## config.mk

```make
export PLATFORM = sky130hd
export DESIGN_NAME = standby_operate_sequencer
export DESIGN_NICKNAME = d
export VERILOG_FILES = /design/src/rtl/seq_pkg.sv /design/src/rtl/seq_step_prescaler.sv /design/src/rtl/seq_link_flags.sv /design/src/rtl/seq_direction.sv /design/src/rtl/seq_shift_stages.sv /design/src/rtl/standby_operate_sequencer.sv
export SDC_FILE = /design/constraint.sdc
export NUM_CORES = 1
export LEC_CHECK = 0
export ABC_CLOCK_PERIOD_IN_PS = 1600
export BUFFER_PORTS_ARGS = -buffer_cell sky130_fd_sc_hd__buf_2
export CAP_MARGIN = 15
export CORE_AREA = 2 2 57 59
export CTS_BUF_LIST = sky130_fd_sc_hd__clkbuf_16
export DETAILED_ROUTE_END_ITERATION = 8
export DIE_AREA = 0 0 59 61
export PLACE_DENSITY = 0.76
export SLEW_MARGIN = 20
export SYNTH_ARGS = -nofsm -noshare
export SYNTH_HDL_FRONTEND = slang
export SYNTH_HIERARCHICAL = 1
export SYNTH_SLANG_ARGS = --single-unit
```

## constraint.sdc

```tcl
create_clock -name clk -period 1.6 [get_ports clk]
set_clock_uncertainty 0.15 [all_clocks]
set_input_delay 0.24 -clock clk [delete_from_list [all_inputs] [get_ports clk]]
set_output_delay 0.24 -clock clk [all_outputs]
set_load 0.05 [all_outputs]
```

## src/rtl/seq_pkg.sv

```systemverilog
package seq_pkg;
  // Shift mode, written {S1,S0}
  typedef enum logic [1:0] {
    MODE_HOLD = 2'b00,
    MODE_SHR  = 2'b01,  // toward operate: ones enter at stage 0
    MODE_SHL  = 2'b10,  // toward standby: zeros enter at the top stage
    MODE_IDLE = 2'b11   // unused, treated as hold
  } seq_mode_e;
endpackage

```

## src/rtl/seq_step_prescaler.sv

```systemverilog
module seq_step_prescaler #(
  parameter int unsigned STEP_DIV = 1_250_000
) (
  input  logic clk,
  input  logic rst_ni,
  output logic tick_o
);
  localparam int unsigned CNT_W = (STEP_DIV > 2) ? $clog2(STEP_DIV) : 1;
  localparam logic [CNT_W-1:0] LAST = CNT_W'(STEP_DIV - 1);

  logic [CNT_W-1:0] cnt_q, cnt_d;

  always_comb begin
    cnt_d = (cnt_q == LAST) ? '0 : cnt_q + 1'b1;
  end

  always_ff @(posedge clk or negedge rst_ni) begin
    if (!rst_ni) cnt_q <= '0;
    else         cnt_q <= cnt_d;
  end

  assign tick_o = (cnt_q == LAST);

  generate
    if (STEP_DIV > 1) begin : g_chk
      assert_tick_single_R1: assert property (@(posedge clk) disable iff (!rst_ni)
        tick_o |=> !tick_o);
    end
  endgenerate
endmodule

```

## src/rtl/seq_link_flags.sv

```systemverilog
module seq_link_flags #(
  parameter int unsigned PULSE_CYCLES = 4
) (
  input  logic clk,
  input  logic rst_ni,
  input  logic remote_req_i,
  input  logic lockout_req_i,
  output logic remote_flag_o,
  output logic lockout_flag_o,
  output logic pulse_o
);
  localparam int unsigned PW = $clog2(PULSE_CYCLES + 1);
  localparam logic [PW-1:0] LOAD = PW'(PULSE_CYCLES);

  logic          remote_q, lockout_q;
  logic [PW-1:0] pcnt_q, pcnt_d;
  logic          going_local;

  assign going_local = remote_q & ~remote_req_i;

  always_comb begin
    if (going_local)        pcnt_d = LOAD;
    else if (pcnt_q != '0)  pcnt_d = pcnt_q - 1'b1;
    else                    pcnt_d = pcnt_q;
  end

  always_ff @(posedge clk or negedge rst_ni) begin
    if (!rst_ni) begin
      remote_q  <= 1'b0;
      lockout_q <= 1'b0;
      pcnt_q    <= '0;
    end else begin
      remote_q  <= remote_req_i;
      lockout_q <= lockout_req_i;
      pcnt_q    <= pcnt_d;
    end
  end

  assign remote_flag_o  = remote_q;
  assign lockout_flag_o = lockout_q;
  assign pulse_o        = (pcnt_q != '0);

  assert_pulse_on_local_R8: assert property (@(posedge clk) disable iff (!rst_ni)
    $fell(remote_q) |-> pulse_o);
endmodule

```

## src/rtl/seq_direction.sv

```systemverilog
module seq_direction
  import seq_pkg::*;
(
  input  logic      clk,
  input  logic      rst_ni,
  input  logic      clear_i,
  input  logic      tick_i,
  input  logic      operate_cmd_i,
  output seq_mode_e mode_o
);
  logic dir_q, dir_d;

  always_comb begin
    if (clear_i)     dir_d = 1'b0;
    else if (tick_i) dir_d = operate_cmd_i;
    else             dir_d = dir_q;
  end

  always_ff @(posedge clk or negedge rst_ni) begin
    if (!rst_ni) dir_q <= 1'b0;
    else         dir_q <= dir_d;
  end

  assign mode_o = dir_q ? MODE_SHR : MODE_SHL;

  assert_clear_standby_R7: assert property (@(posedge clk) disable iff (!rst_ni)
    clear_i |=> (mode_o == MODE_SHL));
  assert_dir_hold_R3: assert property (@(posedge clk) disable iff (!rst_ni)
    (!clear_i && !tick_i) |=> $stable(mode_o));
endmodule

```

## src/rtl/seq_shift_stages.sv

```systemverilog
module seq_shift_stages
  import seq_pkg::*;
#(
  parameter int unsigned STAGES = 4
) (
  input  logic              clk,
  input  logic              rst_ni,
  input  logic              tick_i,
  input  seq_mode_e         mode_i,
  output logic [STAGES-1:0] q_o
);
  localparam int unsigned TOP = STAGES - 1;

  logic [STAGES-1:0] q_q, q_d;

  for (genvar i = 0; i < STAGES; i++) begin : g_stage
    logic from_low, from_high;
    if (i == 0) begin : g_first
      assign from_low = 1'b1;
    end else begin : g_mid_lo
      assign from_low = q_q[i-1];
    end
    if (i == TOP) begin : g_last
      assign from_high = 1'b0;
    end else begin : g_mid_hi
      assign from_high = q_q[i+1];
    end
    assign q_d[i] = (mode_i == MODE_SHR) ? from_low  :
                    (mode_i == MODE_SHL) ? from_high : q_q[i];
  end

  always_ff @(posedge clk or negedge rst_ni) begin
    if (!rst_ni)     q_q <= '0;
    else if (tick_i) q_q <= q_d;
  end

  assign q_o = q_q;

  assert_one_enters_R4: assert property (@(posedge clk) disable iff (!rst_ni)
    (tick_i && mode_i == MODE_SHR) |=> q_o[0]);
  assert_zero_enters_R5: assert property (@(posedge clk) disable iff (!rst_ni)
    (tick_i && mode_i == MODE_SHL) |=> !q_o[TOP]);
  assert_hold_between_R4: assert property (@(posedge clk) disable iff (!rst_ni)
    !tick_i |=> $stable(q_o));
endmodule

```

## src/rtl/standby_operate_sequencer.sv

```systemverilog
module standby_operate_sequencer
  import seq_pkg::*;
#(
  parameter int unsigned STEP_DIV     = 1_250_000,
  parameter int unsigned PULSE_CYCLES = 4,
  parameter int unsigned STAGES       = 4
) (
  input  logic              clk,
  input  logic              rst_n,
  input  logic              operate_cmd,
  input  logic              seq_reset_cmd,
  input  logic              remote_req,
  input  logic              lockout_req,
  output logic              step_tick,
  output logic [1:0]        mode_sel,
  output logic [STAGES-1:0] stage_en,
  output logic              operate_status,
  output logic              standby_status,
  output logic              local_reset_pulse,
  output logic              remote_flag,
  output logic              lockout_flag
);
  logic      rst_meta_q, rst_int_n;
  logic      tick, pulse, clear;
  seq_mode_e mode;

  // reset: asserted asynchronously, released on the second edge
  always_ff @(posedge clk or negedge rst_n) begin
    if (!rst_n) begin
      rst_meta_q <= 1'b0;
      rst_int_n  <= 1'b0;
    end else begin
      rst_meta_q <= 1'b1;
      rst_int_n  <= rst_meta_q;
    end
  end

  seq_step_prescaler #(.STEP_DIV(STEP_DIV)) u_presc (
    .clk    (clk),
    .rst_ni (rst_int_n),
    .tick_o (tick)
  );

  seq_link_flags #(.PULSE_CYCLES(PULSE_CYCLES)) u_flags (
    .clk            (clk),
    .rst_ni         (rst_int_n),
    .remote_req_i   (remote_req),
    .lockout_req_i  (lockout_req),
    .remote_flag_o  (remote_flag),
    .lockout_flag_o (lockout_flag),
    .pulse_o        (pulse)
  );

  assign clear = seq_reset_cmd | pulse;

  seq_direction u_dir (
    .clk           (clk),
    .rst_ni        (rst_int_n),
    .clear_i       (clear),
    .tick_i        (tick),
    .operate_cmd_i (operate_cmd),
    .mode_o        (mode)
  );

  seq_shift_stages #(.STAGES(STAGES)) u_stages (
    .clk    (clk),
    .rst_ni (rst_int_n),
    .tick_i (tick),
    .mode_i (mode),
    .q_o    (stage_en)
  );

  assign step_tick         = tick;
  assign mode_sel          = mode;
  assign local_reset_pulse = pulse;
  assign operate_status    = &stage_en;
  assign standby_status    = ~|stage_en;

  assert_flags_ignore_reset_R9: assert property (@(posedge clk) disable iff (!rst_int_n)
    (clear && $stable(remote_req) && $stable(lockout_req))
      |=> (remote_flag == $past(remote_flag) && lockout_flag == $past(lockout_flag)));
  assert_status_exclusive_R2: assert property (@(posedge clk) disable iff (!rst_int_n)
    !(operate_status && standby_status));
endmodule

```

* Yosys cells after proc, flatten, opt, wreduce, memory -nomap -nowiden
Cells that the tools add are included.
Word-level totals: output and inout port bits 12, input port bits 6, word-level logic and storage cells 38, flip-flop bits (word level) 33
Operators by class: $add $sub $neg 2, multiplexer cells 14, bitwise operators 3, reduce and logical (&&, ||, !) cells 8, equal/unequal tests 3
Operators by type and width (count):
- $add 21x1->21 const B | 1
- $eq 21x21->1 const B | 1
- $mux 21 | 1
- $mux 1 | 10
- $mux 3 | 2
- $reduce_bool 2->1 | 3
- $reduce_and 4->1 | 1
- $reduce_or 4->1 | 1
- $reduce_bool 3->1 | 1
- $sub 3x1->3 const B | 1
- $eq 2x1->1 const B | 1
- $eq 2x2->1 const B | 1
- $mux 2 | 1
- $reduce_and 2->1 | 1
- $and 1x1->1 | 1
- $logic_not 1->1 | 1
- $not 1->1 | 1
- $or 1x1->1 | 1

* Logic depth before layout (Yosys ltp)
word-level depth 4, depth in mapped cells 6, mapped depth without buffers 6

* Cells and area by module
The synthesis kept the hierarchy.
Modules (own cells, without submodules):
- seq_step_prescaler | cells an instance 99, area each 1064.8 um2, instances 1, sequential area each 525.5 um2
- seq_shift_stages | cells an instance 18, area each 229.0 um2, instances 1, sequential area each 100.1 um2
- seq_link_flags | cells an instance 18, area each 222.7 um2, instances 1, sequential area each 125.1 um2
- standby_operate_sequencer | cells an instance 6, area each 82.6 um2, instances 1, sequential area each 50.0 um2
- seq_direction | cells an instance 5, area each 50.0 um2, instances 1, sequential area each 25.0 um2

* Worst setup path before layout
OpenSTA, ideal clock, no wires.
path type flip-flop to flip-flop, from register u_presc.cnt_q[0], to register u_stages.q_q[1], in the netlist u_stages/q_o[1], setup slack -1.509 ns, required time 1.325 ns, path buffers 0, arrival 2.834 ns, library setup time 0.125 ns, cell stages (with the launch flop) 7, cell sequence dfrtp_1 -> ha_1 -> and3_1 -> nand3_1 -> nor3_1 -> and2b_2 -> mux2_4
Between the ends: cells in the longest elaborated chain, start to end 2
Ends and longest elaborated chain:
- start: declaration | RTL line seq_step_prescaler.sv:11 | logic [CNT_W-1:0] cnt_q, cnt_d;
- start signal: assignment | RTL line seq_step_prescaler.sv:19 | else cnt_q <= cnt_d;
- $eq 21x21->1 | RTL line seq_step_prescaler.sv:22 | assign tick_o = (cnt_q == LAST);
- net step_tick | RTL line standby_operate_sequencer.sv:14 | output logic step_tick,
- $reduce_and 2->1 (no line)
- end signal: assignment | RTL line seq_shift_stages.sv:34 | else if (tick_i) q_q <= q_d;
- end: declaration | RTL line seq_shift_stages.sv:14 | logic [STAGES-1:0] q_q, q_d;
The timed path passes the listed nets, and every way through them passes these cells. A chain may end at the register's enable or synchronous reset.

* Final worst setup path
from register u_presc.cnt_q[13], to output port step_tick
Between the ends: cells in the longest elaborated chain, start to end 1
Ends and longest elaborated chain (RTL line):
- $eq 21x21->1 | seq_step_prescaler.sv:22
- end: declaration | standby_operate_sequencer.sv:14
Every way passes these cells.

==> summary.md <==
| Metric | Value |
|---|---|
| Mapped Nets | 157 |
| RSZ-0062 raised after global routing | yes |
| # rows | 20 |
| Worst-skew pair later-pin latency | 0.28 ns |
| Critical-path maximum fanout | 2 |
| Reg2reg start | u_presc/cnt_q[13]$_DFF_PN0_ |
| Worst Path Arrival | 1.64 ns |
| Peak supply drop | 0.846 mV |
| Via density | 5.78 |
| Gr usage total | 25.7% |
| Routed wire length | 4.74 mm |
| Worst hold-check path type | register to async pin |
| Ys flop type | dfrtp_1 |
| Dpl hpwl | 2.59 mm |
| GR Overflow Total | 0 |
| Via Count | 1416 |
| Yosys top cell area share | 50.1% |
| CTS H-Tree Depth | 2 |
| Dominant cells by area after synthesis | dfrtp_1 50%, xnor2_1 6.4%, nor2_1 3.9% |
| Die ar. | 0.00360 sq mm |
| Chip width | 59 um |
| Final setup violation count | 20 |
| Max-Cap Viols | 0 |
| Largest net degree at the start of global routing | 22 |
| Met3 Track Usage GR | 6.61% |
| Worst-path clk slew | 0.06 ns |
| Compound-Gate Fraction of Synth Area | 2.66% |
| # diodes | 0 |
| CTS buffer count | 5 |
| Gate Count Post-Synth | 146 |
| GP Congestion | 0.827 |
| Initial antenna violation count | 0 |
| Ys async rst share | 100% |
| PwrDens | 1010 mW/mm^2 |
| Vias in the first global route | 1383 |
| Synthesized-area fraction occupied by adder cells | 3.79% |
| Seq/Total Area, Yosys | 50.1% |
| Cell Count, Final, Fillers Out | 245 |
| Syn avg cell area | 11.3 sq um |
| First drt pass iteration count | 4 |
| Final Slew Violations | 0 |
| Final Cycle Share | 127% |
| Core footprint | 0.00295 sq mm |
| Final instance area | 0.00253 sq mm |
| Antenna viol nets, final | 0 |
| WS Path Type | register to output port |
| Relative slew slack | 65.8% |
| Post-synth EDFFs | 0 |
| Yosys Warn Count | 6 |
| Measured slew at the worst slew-check pin | 0.513 ns |
| Placement Cell Area | 0.00201 sq mm |
| Share of layout cells above drive strength 1 | 52.4% |
| Simple-gate share of the synthesized area | 25.3% |
| Dpl cells | 223 |
| First-pass GRT wire length | 6.57 mm |
| Final hold violations | 0 |
| Cell taking the most area after synthesis | dfrtp_1 |
| CP Capture Type | output port |
| P_leak | 0.00131 uW |
| Layout Area Growth over Synthesis | 53.4% |
| Tot Pwr | 2560 uW |
| Reg2reg end | u_stages/q_o[2]$_DFFE_PN0P_ |
| Status | finished with violations |
| Mux share of post-synthesis cell area | 5.24% |
| Max clock buf depth | 2 |
| Grt met1 use | 27.2% |
| Synth cell types | 38 |
| Initial Util | 55.8% |
| Final worst setup slack | -0.427 ns |
| IO Count | 18 |
| Worst R2R Path Depth | 5 |
| Root buffer cell | clkbuf_16 |
| Largest family of logic cells by synthesized area | simple AND/OR/NAND/NOR gates |
| DR DRC count | 0 |
| Post-Syn Area | 0.00165 sq mm |
| Starting DRT DRC Count | 75 |
| CTS tree | done |
| Synth Area in XOR/XNOR | 9.56% |
| #FFs+latches synth | 33 |
| Violated checks | negative setup slack |
| DIE HEIGHT | 61 um |
| Worst Path Required | 1.21 ns |
| Busiest grt layer | met2 |
| Startpoint types | register |
| Routed WL per cell | 19.3 um |
| R2R setup slack | -0.30 ns |
| Port Buffers | 17 |
| Clock Sinks | 33 |
| Fmax | 0.493 GHz |
| # nets final | 222 |
| Met2 Resource Use GR | 48.6% |
| Min cycle time layout | 2.03 ns |
[logic make-up (layout without fill, tap and decap cells)]
kind of cell / after synthesis / after routing
simple gates: 64 / 64
fa+ha+maj: 5 / 5
compound gates: 6 / 6
mux: 7 / 7
xor+xnor: 18 / 18
other cells: 1 / 1
buf+inv: 12 / 78
flops: 33 / 33
[sequential cells by signal, indices dropped and copies added (netlist names)]
| name | flops |
|---|---|
| u_presc/cnt_q | 21 |
| u_stages/q_o | 4 |
| u_flags/pcnt_q | 3 |
| rst_int_n | 1 |
| rst_meta_q | 1 |
| u_dir/dir_q | 1 |
| u_flags/lockout_flag_o | 1 |
| u_flags/remote_flag_o | 1 |
[report_power, final]
part           internal [uW]  switching [uW]
clock                    889             364
sequential               880            40.8
combinational            168             213
[worst max-delay path: stages (launching register included)]
cell and delay, ns:
dfrtp_1 0.39, nor2_1 0.23, nand4_1 0.22, nor3_4 0.25
buf_6 0.13, buf_8 0.13
[Yosys cell counts (all sizes together), types with 2 or more instances]
library cell,n
ha,5
and2,2
nand2,8
mux2i,3
nor4,5
buf,2
nor2,18
nor3,5
inv,10
nand4,6
and3,4
dfrtp,33
xnor2,12
nor2b,2
a21oi,3
and4,2
nand3,6
mux2,4
xor2,6
[area by class of cell]
cell class	count	area, sq um
sequential	33	826
timing repair buffer	60	475
clock inverter	3	65.1
fill	141	423
multi-input combinational	101	960
inverter	10	37.5
tap	33	41.3
clock buffer	5	125
[layout by cell type, fill, tap and decap left out, types with 5 or more instances in the layout]
master	Yosys	layout
xnor2_1	12	10
nor2_1	17	9
buf_6	0	8
buf_4	2	34
dfrtp_1	33	33
xor2_1	6	6
clkbuf_16	0	5
nor2_2	1	7
buf_2	0	13
nand2_1	8	8
inv_1	10	8
[through the flow]
| step | worst slack [ns] | util, % | hold slack (ns) | setup TNS [ns] |
|---|---|---|---|---|
| after floorplan | -0.682 | - | -0.206 | -3.34 |
| after global placement | -0.139 | 68.0 | -0.126 | -0.791 |
| after detailed placement | -0.212 | 68.0 | -0.122 | -1.95 |
| after CTS | -0.380 | 81.6 | 0.0362 | -2.47 |
| after global routing | -0.485 | 85.7 | 0.0699 | -5.37 |
| final | -0.427 | 85.7 | 0.0582 | -3.97 |
[how the worst max path moves through the flow]
stage,endpoint,depth (start not counted),start,slack [ns]
5_1_grt,step_tick,5,u_presc/cnt_q[10]$_DFF_PN0_,-0.49
4_1_cts,step_tick,6,u_presc/cnt_q[1]$_DFF_PN0_,-0.38
3_3_place_gp,step_tick,5,u_presc/cnt_q[11]$_DFF_PN0_,-0.14
2_1_floorplan,u_stages/q_o[1]$_DFFE_PN0P_,5,u_presc/cnt_q[11]$_DFF_PN0_,-0.68
6_report,step_tick,5,u_presc/cnt_q[13]$_DFF_PN0_,-0.43
3_5_place_dp,u_stages/q_o[2]$_DFFE_PN0P_,6,u_presc/cnt_q[1]$_DFF_PN0_,-0.21
[per-layer routing]
metal	part of all wire, %	vias to the layer above
met2	53	60
met3	4.1	12
met5	0	-
met4	3.0	0
met1	39	715
li1	-	629
[what timing repair did]
action	4_1_cts	5_1_grt
setup buffers	25	6
pin swaps	13	13
setup endpoints to repair	23	23
hold buffers	3	0
resized for setup	29	21
endpoints found under the hold margin	4	0
(Power assumes the default switching activity.)
